**src/rtl/ucnt_pkg.sv**
```systemverilog
package ucnt_pkg;

  localparam int UNIT_W = 6;

  typedef enum logic [1:0] {
    ST_IDLE = 2'd0,
    ST_ARM  = 2'd1,
    ST_MEAS = 2'd2
  } ucnt_state_e;

  typedef struct packed {
    logic       src;   // 0 high-range, 1 low-range
    logic       mode;  // 0 frequency, 1 period
    logic [1:0] gate;  // window length code
  } ucnt_cfg_t;

  function automatic logic [UNIT_W-1:0] gate_units(input logic [1:0] code);
    case (code)
      2'd0:    gate_units = UNIT_W'(1);
      2'd1:    gate_units = UNIT_W'(4);
      2'd2:    gate_units = UNIT_W'(8);
      default: gate_units = UNIT_W'(32);
    endcase
  endfunction

endpackage

```
**src/rtl/ucnt_sync.sv**
```systemverilog
module ucnt_sync #(
  parameter int STAGES = 2
) (
  input  logic clk,
  input  logic rst_n,
  input  logic din,
  output logic rise
);

  logic [STAGES:0] pipe_q;
  logic [STAGES:0] pipe_d;

  assign pipe_d[0] = din;

  genvar gi;
  generate
    for (gi = 1; gi <= STAGES; gi++) begin : g_stage
      assign pipe_d[gi] = pipe_q[gi-1];
    end
  endgenerate

  always_ff @(posedge clk or negedge rst_n) begin
    if (!rst_n) pipe_q <= '0;
    else        pipe_q <= pipe_d;
  end

  assign rise = pipe_q[STAGES-1] & ~pipe_q[STAGES];

  // a synchronized rising edge lasts exactly one cycle
  a_r10_single_rise: assert property (@(posedge clk) disable iff (!rst_n)
    rise |=> !rise);

endmodule

```
**src/rtl/ucnt_accum.sv**
```systemverilog
module ucnt_accum #(
  parameter int CNT_W = 20
) (
  input  logic             clk,
  input  logic             rst_n,
  input  logic             clr,
  input  logic             en,
  output logic [CNT_W-1:0] acc,
  output logic             ovf
);

  localparam logic [CNT_W-1:0] CNT_MAX = {CNT_W{1'b1}};

  logic [CNT_W-1:0] acc_q, acc_n;
  logic             ovf_q, ovf_n;

  always_comb begin
    acc_n = acc_q;
    ovf_n = ovf_q;
    if (clr) begin
      acc_n = '0;
      ovf_n = 1'b0;
    end else if (en) begin
      if (acc_q == CNT_MAX) ovf_n = 1'b1;
      else                  acc_n = acc_q + 1'b1;
    end
  end

  always_ff @(posedge clk or negedge rst_n) begin
    if (!rst_n) begin
      acc_q <= '0;
      ovf_q <= 1'b0;
    end else begin
      acc_q <= acc_n;
      ovf_q <= ovf_n;
    end
  end

  assign acc = acc_q;
  assign ovf = ovf_q;

  a_r7_saturate: assert property (@(posedge clk) disable iff (!rst_n)
    (!clr && en && acc_q == CNT_MAX) |=> (acc_q == CNT_MAX && ovf_q));

  a_r7_no_wrap: assert property (@(posedge clk) disable iff (!rst_n)
    !clr |=> (acc_q >= $past(acc_q)));

  a_r8_clear: assert property (@(posedge clk) disable iff (!rst_n)
    clr |=> (acc_q == '0 && !ovf_q));

endmodule

```
**src/rtl/ucnt_seq.sv**
```systemverilog
module ucnt_seq
  import ucnt_pkg::*;
(
  input  logic      clk,
  input  logic      rst_n,
  input  logic      start,
  input  ucnt_cfg_t cfg_cur,
  input  logic      tick,
  input  logic      ref_tick,
  input  logic      rise_hi,
  input  logic      rise_lo,
  output logic      busy,
  output logic      done,
  output logic      clr,
  output logic      cnt_en
);

  ucnt_state_e       state_q, state_n;
  ucnt_cfg_t         act_q, act_n;
  logic [UNIT_W-1:0] units_q, units_n;
  logic              done_q, done_n;
  logic              rise_sel;
  logic              unit_evt;
  logic [UNIT_W-1:0] units_lim;

  assign rise_sel  = act_q.src ? rise_lo : rise_hi;
  assign unit_evt  = act_q.mode ? rise_sel : tick;
  assign units_lim = gate_units(act_q.gate);

  always_comb begin
    state_n = state_q;
    act_n   = act_q;
    units_n = units_q;
    done_n  = done_q;
    clr     = 1'b0;
    cnt_en  = 1'b0;
    if (start) begin
      clr     = 1'b1;
      act_n   = cfg_cur;
      units_n = '0;
      done_n  = 1'b0;
      state_n = ST_ARM;
    end else begin
      case (state_q)
        ST_ARM: begin
          if (unit_evt) begin
            state_n = ST_MEAS;
            units_n = '0;
          end
        end
        ST_MEAS: begin
          cnt_en = act_q.mode ? ref_tick : rise_sel;
          if (unit_evt) begin
            if (units_q + 1'b1 == units_lim) begin
              state_n = ST_IDLE;
              done_n  = 1'b1;
              units_n = '0;
            end else begin
              units_n = units_q + 1'b1;
            end
          end
        end
        default: ;
      endcase
    end
  end

  always_ff @(posedge clk or negedge rst_n) begin
    if (!rst_n) begin
      state_q <= ST_IDLE;
      act_q   <= '0;
      units_q <= '0;
      done_q  <= 1'b0;
    end else begin
      state_q <= state_n;
      act_q   <= act_n;
      units_q <= units_n;
      done_q  <= done_n;
    end
  end

  assign busy = (state_q != ST_IDLE);
  assign done = done_q;

  a_r8_start_clears: assert property (@(posedge clk) disable iff (!rst_n)
    start |=> (busy && !done));

  a_r8_done_idle: assert property (@(posedge clk) disable iff (!rst_n)
    done |-> !busy);

  a_r6_hi_freq_only: assert property (@(posedge clk) disable iff (!rst_n)
    busy |-> !(act_q.mode && !act_q.src));

  a_r3_close_on_tick: assert property (@(posedge clk) disable iff (!rst_n)
    ($rose(done) && !act_q.mode) |-> $past(tick));

  a_r3_units_bound: assert property (@(posedge clk) disable iff (!rst_n)
    units_q < units_lim);

endmodule

```
**src/rtl/ucnt_top.sv**
```systemverilog
module ucnt_top
  import ucnt_pkg::*;
#(
  parameter int CNT_W       = 20,
  parameter int SYNC_STAGES = 2
) (
  input  logic             clk,
  input  logic             rst_n,
  input  logic             tick_1k,
  input  logic             ref_tick,
  input  logic             hi_in,
  input  logic             lo_in,
  input  logic             cfg_we,
  input  logic             cfg_src,
  input  logic             cfg_mode,
  input  logic [1:0]       cfg_gate,
  input  logic             start,
  output logic             busy,
  output logic             done,
  output logic             ovf,
  output logic [CNT_W-1:0] result
);

  localparam int N_IN = 2;

  ucnt_cfg_t cfg_q, cfg_n;
  logic [N_IN-1:0] raw_in;
  logic [N_IN-1:0] rise_v;
  logic            clr, cnt_en;

  // period mode is only kept for the low-range input
  always_comb begin
    cfg_n = cfg_q;
    if (cfg_we) begin
      cfg_n.src  = cfg_src;
      cfg_n.mode = cfg_mode & cfg_src;
      cfg_n.gate = cfg_gate;
    end
  end

  always_ff @(posedge clk or negedge rst_n) begin
    if (!rst_n) cfg_q <= '0;
    else        cfg_q <= cfg_n;
  end

  assign raw_in = {lo_in, hi_in};

  genvar gi;
  generate
    for (gi = 0; gi < N_IN; gi++) begin : g_in
      ucnt_sync #(.STAGES(SYNC_STAGES)) sync_i (
        .clk  (clk),
        .rst_n(rst_n),
        .din  (raw_in[gi]),
        .rise (rise_v[gi])
      );
    end
  endgenerate

  ucnt_seq seq_i (
    .clk     (clk),
    .rst_n   (rst_n),
    .start   (start),
    .cfg_cur (cfg_q),
    .tick    (tick_1k),
    .ref_tick(ref_tick),
    .rise_hi (rise_v[0]),
    .rise_lo (rise_v[1]),
    .busy    (busy),
    .done    (done),
    .clr     (clr),
    .cnt_en  (cnt_en)
  );

  ucnt_accum #(.CNT_W(CNT_W)) acc_i (
    .clk  (clk),
    .rst_n(rst_n),
    .clr  (clr),
    .en   (cnt_en),
    .acc  (result),
    .ovf  (ovf)
  );

  a_r8_hold_result: assert property (@(posedge clk) disable iff (!rst_n)
    (!busy && !start) |=> $stable(result));

endmodule

```
**config.mk**
```make
export PLATFORM = sky130hd
export DESIGN_NAME = ucnt_top
export DESIGN_NICKNAME = d
export VERILOG_FILES = /design/src/rtl/ucnt_pkg.sv /design/src/rtl/ucnt_sync.sv /design/src/rtl/ucnt_accum.sv /design/src/rtl/ucnt_seq.sv /design/src/rtl/ucnt_top.sv
export SDC_FILE = /design/constraint.sdc
export NUM_CORES = 1
export LEC_CHECK = 0
export ABC_AREA = 0
export BUFFER_PORTS_ARGS = -buffer_cell sky130_fd_sc_hd__buf_2
export CAP_MARGIN = 15
export CELL_PAD_IN_SITES_DETAIL_PLACEMENT = 0
export CELL_PAD_IN_SITES_GLOBAL_PLACEMENT = 1
export CORE_MARGIN = 4
export CORE_UTILIZATION = 44
export DETAILED_ROUTE_END_ITERATION = 10
export HOLD_SLACK_MARGIN = 0.1
export PLACE_DENSITY = 0.82
export RECOVER_POWER = 100
export SYNTH_ARGS = -nofsm -noshare
export SYNTH_HDL_FRONTEND = slang
export SYNTH_SLANG_ARGS = --single-unit
```
**constraint.sdc**
```tcl
create_clock -name clk -period 2.5 [get_ports clk]
set_input_delay 0.125 -clock clk [delete_from_list [all_inputs] [get_ports clk]]
set_output_delay 0.125 -clock clk [all_outputs]
set_load 0.02 [all_outputs]
```
==> impl_metrics.toml <==
[cts]
post_cts_resized = 0
clock_sinks = 44
hold_buffers = 7
numCtsBuffers = 5
cts_tree = "done"
cts_max_level = 2
root_buffer = "clkbuf_8"
cts_setup_buffers = 0
clock_latency_ns = 0.30
clockBufferDepth = 2
cts.clk_slew.worst_paths_ns = 0.08

[place]
dpl.cell_count = 321
dp_hpwl_um = 3480
globalplace.congestion = 0.771
port_buffers = 34

[sta]
worst_pin_slew_ns = 1.09
fin_crit_sh = 0.900
whs_ns = 0.119
hold_violations = 0
rsz0062_at_grt = "false"
fmax_mhz = 444
relSlewSlack = 0.271
fin_worst_skew_ns = 0.0110
fin_crit_ns = 2.25
tns_ns = 0
setup_viol = 0
drv_slew = 0

[synth]
syn-cell-area_um2 = 2320
synthArstFlopShare = 1.00
synth_warnings = 0
synth_flop_cell = "dfrtp_1"
yosysUniqueCellTypes = 54
syn_area_per_cell_um2 = 10.4
synth-edff-count = 0
ys_seq_area_frac = 0.474
ys_ff_latch = 44
postSynthCellCount = 224
synth_nets = 238

[worst_setup_path]
cp-start-kind = "register"
worst_r2r_path_depth = 5
r2r-start = "acc_i.acc[5]$_DFFE_PN0P_"
slowest_stage = "or4b_4"
critPathMaxStageDelay_ns = 0.64
cp_cell_sequence = "and3_1, nand3_1, or4b_4, or3_1, a21oi_1"
crit_fanout = 11
reg2reg_to = "acc_i.acc[16]$_DFFE_PN0P_"
cp.required_ns = 2.72
worstPathArrival_ns = 2.47
path_class = "reg2reg"
reg2reg_slack_ns = 0.25
cp-end-kind = "register"

[cells_and_area]
area_growth_pct = 15.1
instances_no_fill = 336
fillers = 487
drive_gt1_frac = 0.135
n_antenna_cell = 0
nets = 279

[floorplanning]
start_util = 0.455
coreArea_um2 = 5110
die_h_um = 80.7
die-area_um2 = 6510
rows = 26
die_width_um = 80.7
ios = 35

[min_path]
hold_path_end = "cfg_q[2]$_DFFE_PN0P_"
worstHoldStart = "cfg_we"
hp-class = "in2reg"
whs_path_depth = 2

[grt]
met3_usage = 0.0381
grt_pass1_wl_um = 8310
gr-usage-met1 = 0.239
grt-busiest-layer = "met2"
grtUsageMet2 = 0.243
grtUsageTotal = 0.166
overflow = 0
grt_pass1_vias = 1692
grt_max_degree = 45
antenna_found_initial = 0

[power]
p_leak_nw = 1.14
max-vdd-ir-drop_v = 0.000364
p_per_area_nw_per_um2 = 536

[run]
drv_cap = 0

[routing]
first_pass_iters = 4
via_count = 1804
viasPerCell = 5.37
wl_per_cell_um = 14.7
drtAntennaViolNets = 0
routed_wl_um = 4950
drt_iter0_markers = 71
drc = 0

[status]
outcome = "complete, no violations"
## cell usage in the layout (no fill, tap or decap), types with 2 or more instances in the layout
cell,count
dfrtp_1,44
clkbuf_1,25
nand2_1,20
nor2_1,18
o21ai_0,10
a21oi_1,10
xor2_1,10
buf_2,10
and3_1,8
mux2_2,7
dlygate4sd3_1,7
nand3_1,6
inv_1,5
o31ai_1,5
clkbuf_8,5
nand4_1,4
or3_1,4
mux2i_1,4
xnor2_1,4
o2111ai_1,3
or4_1,3
o211ai_1,3
nor3b_1,3
nor3_1,3
nor4bb_1,3
or2_2,2
nand2b_1,2
nor2b_1,2
and2_1,2
o21ai_1,2
and4b_1,2
o311ai_0,2
ha_1,2
buf_4,2
## layout make-up
class / instances / area (um^2) / share of cell area
Inverter: 5 / 18.8 / 0.00701
Clock inverter: 2 / 35.0 / 0.0131
Tap cell: 70 / 87.6 / 0.0327
Sequential cell: 44 / 1100 / 0.411
Clock buffer: 6 / 72.6 / 0.0271
Multi-Input combinational cell: 165 / 1130 / 0.423
Timing Repair Buffer: 44 / 230 / 0.0860
## registers in the layout (all words and copies together), names as in the netlist
register	cells
seq_i.act_q	4
acc_i.acc	20
cfg_q	4
acc_i.ovf	1
seq_i.units_q	6
seq_i.state_q	2
seq_i.done	1
g_in.sync_i.pipe_q	6
## per-layer routing
layer	up-vias	wire length (um)
met5	-	0
met4	0	90
met3	8	173
met2	26	2240
met1	866	2450
li1	904	-
## worst max path at each step
stage | startpoint | endpoint | slack (ns) | depth (start not counted)
6_report | acc_i.acc[5]$_DFFE_PN0P_ | acc_i.acc[16]$_DFFE_PN0P_ | 0.25 | 5
3_5_place_dp | acc_i.acc[0]$_DFFE_PN0P_ | acc_i.acc[1]$_DFFE_PN0P_ | 0.40 | 6
2_1_floorplan | acc_i.acc[0]$_DFFE_PN0P_ | acc_i.acc[12]$_DFFE_PN0P_ | 0.55 | 6
3_3_place_gp | acc_i.acc[0]$_DFFE_PN0P_ | acc_i.acc[1]$_DFFE_PN0P_ | 0.45 | 6
4_1_cts | acc_i.acc[0]$_DFFE_PN0P_ | acc_i.acc[1]$_DFFE_PN0P_ | 0.37 | 6
5_1_grt | seq_i.act_q[3]$_DFFE_PN0P_ | acc_i.acc[18]$_DFFE_PN0P_ | 0.1 | 5
## per-stage QoR
step | worst slack (ns) | util | total power [mW] | instance area, um^2
global route | 0.0997 | 0.524 | 1.50 | 2680
detailed placement | 0.404 | 0.500 | 0.915 | 2550
CTS | 0.366 | 0.535 | 1.46 | 2730
floorplan | 0.547 | - | 0.857 | 2320
finish | 0.249 | 0.524 | 1.43 | 2680
global placement | 0.447 | 0.500 | 0.910 | 2550
## worst max-delay path: cells and delay by family, from the launching register on
| kind | cells | cell delay [ns] |
|---|---|---|
| flops | 1 | 0.41 |
| compound gates | 1 | 0.15 |
| simple gates | 4 | 1.62 |
## cell usage after synthesis (all sizes together), types with 5 or more instances
master / n / area, um^2
nor2: 18 / 67.6
nand2: 20 / 75.1
nand3: 7 / 45.0
o31ai: 5 / 42.5
a21oi: 10 / 50.1
xor2: 10 / 87.6
mux2: 7 / 78.8
dfrtp: 44 / 1100
buf: 6 / 35.0
inv: 5 / 18.8
and3: 8 / 50.1
o21ai: 12 / 60.1
## cells by family (layout without fill, tap and decap cells)
| kind of cell | count (synthesis) | count (layout) | synth area share |
|---|---|---|---|
| flip-flops | 44 | 44 | 0.474 |
| AO/OA/AOI/OAI | 43 | 43 | 0.129 |
| AND/OR/NAND/NOR | 95 | 95 | 0.253 |
| adder cells (fa/ha/maj) | 2 | 2 | 0.0108 |
| buffers and inverters | 15 | 57 | 0.0296 |
| XOR/XNOR | 14 | 14 | 0.0527 |
| multiplexers | 11 | 11 | 0.0511 |
## report_power, final
group	total, mW	leakage, nW	internal, mW	switching (mW)
Sequential	0.765	0.581	0.737	0.0281
Combinational	0.133	0.503	0.0604	0.0725
Clock	0.535	0.0552	0.297	0.239
No activity file was read; power rests on OpenSTA's default activity.
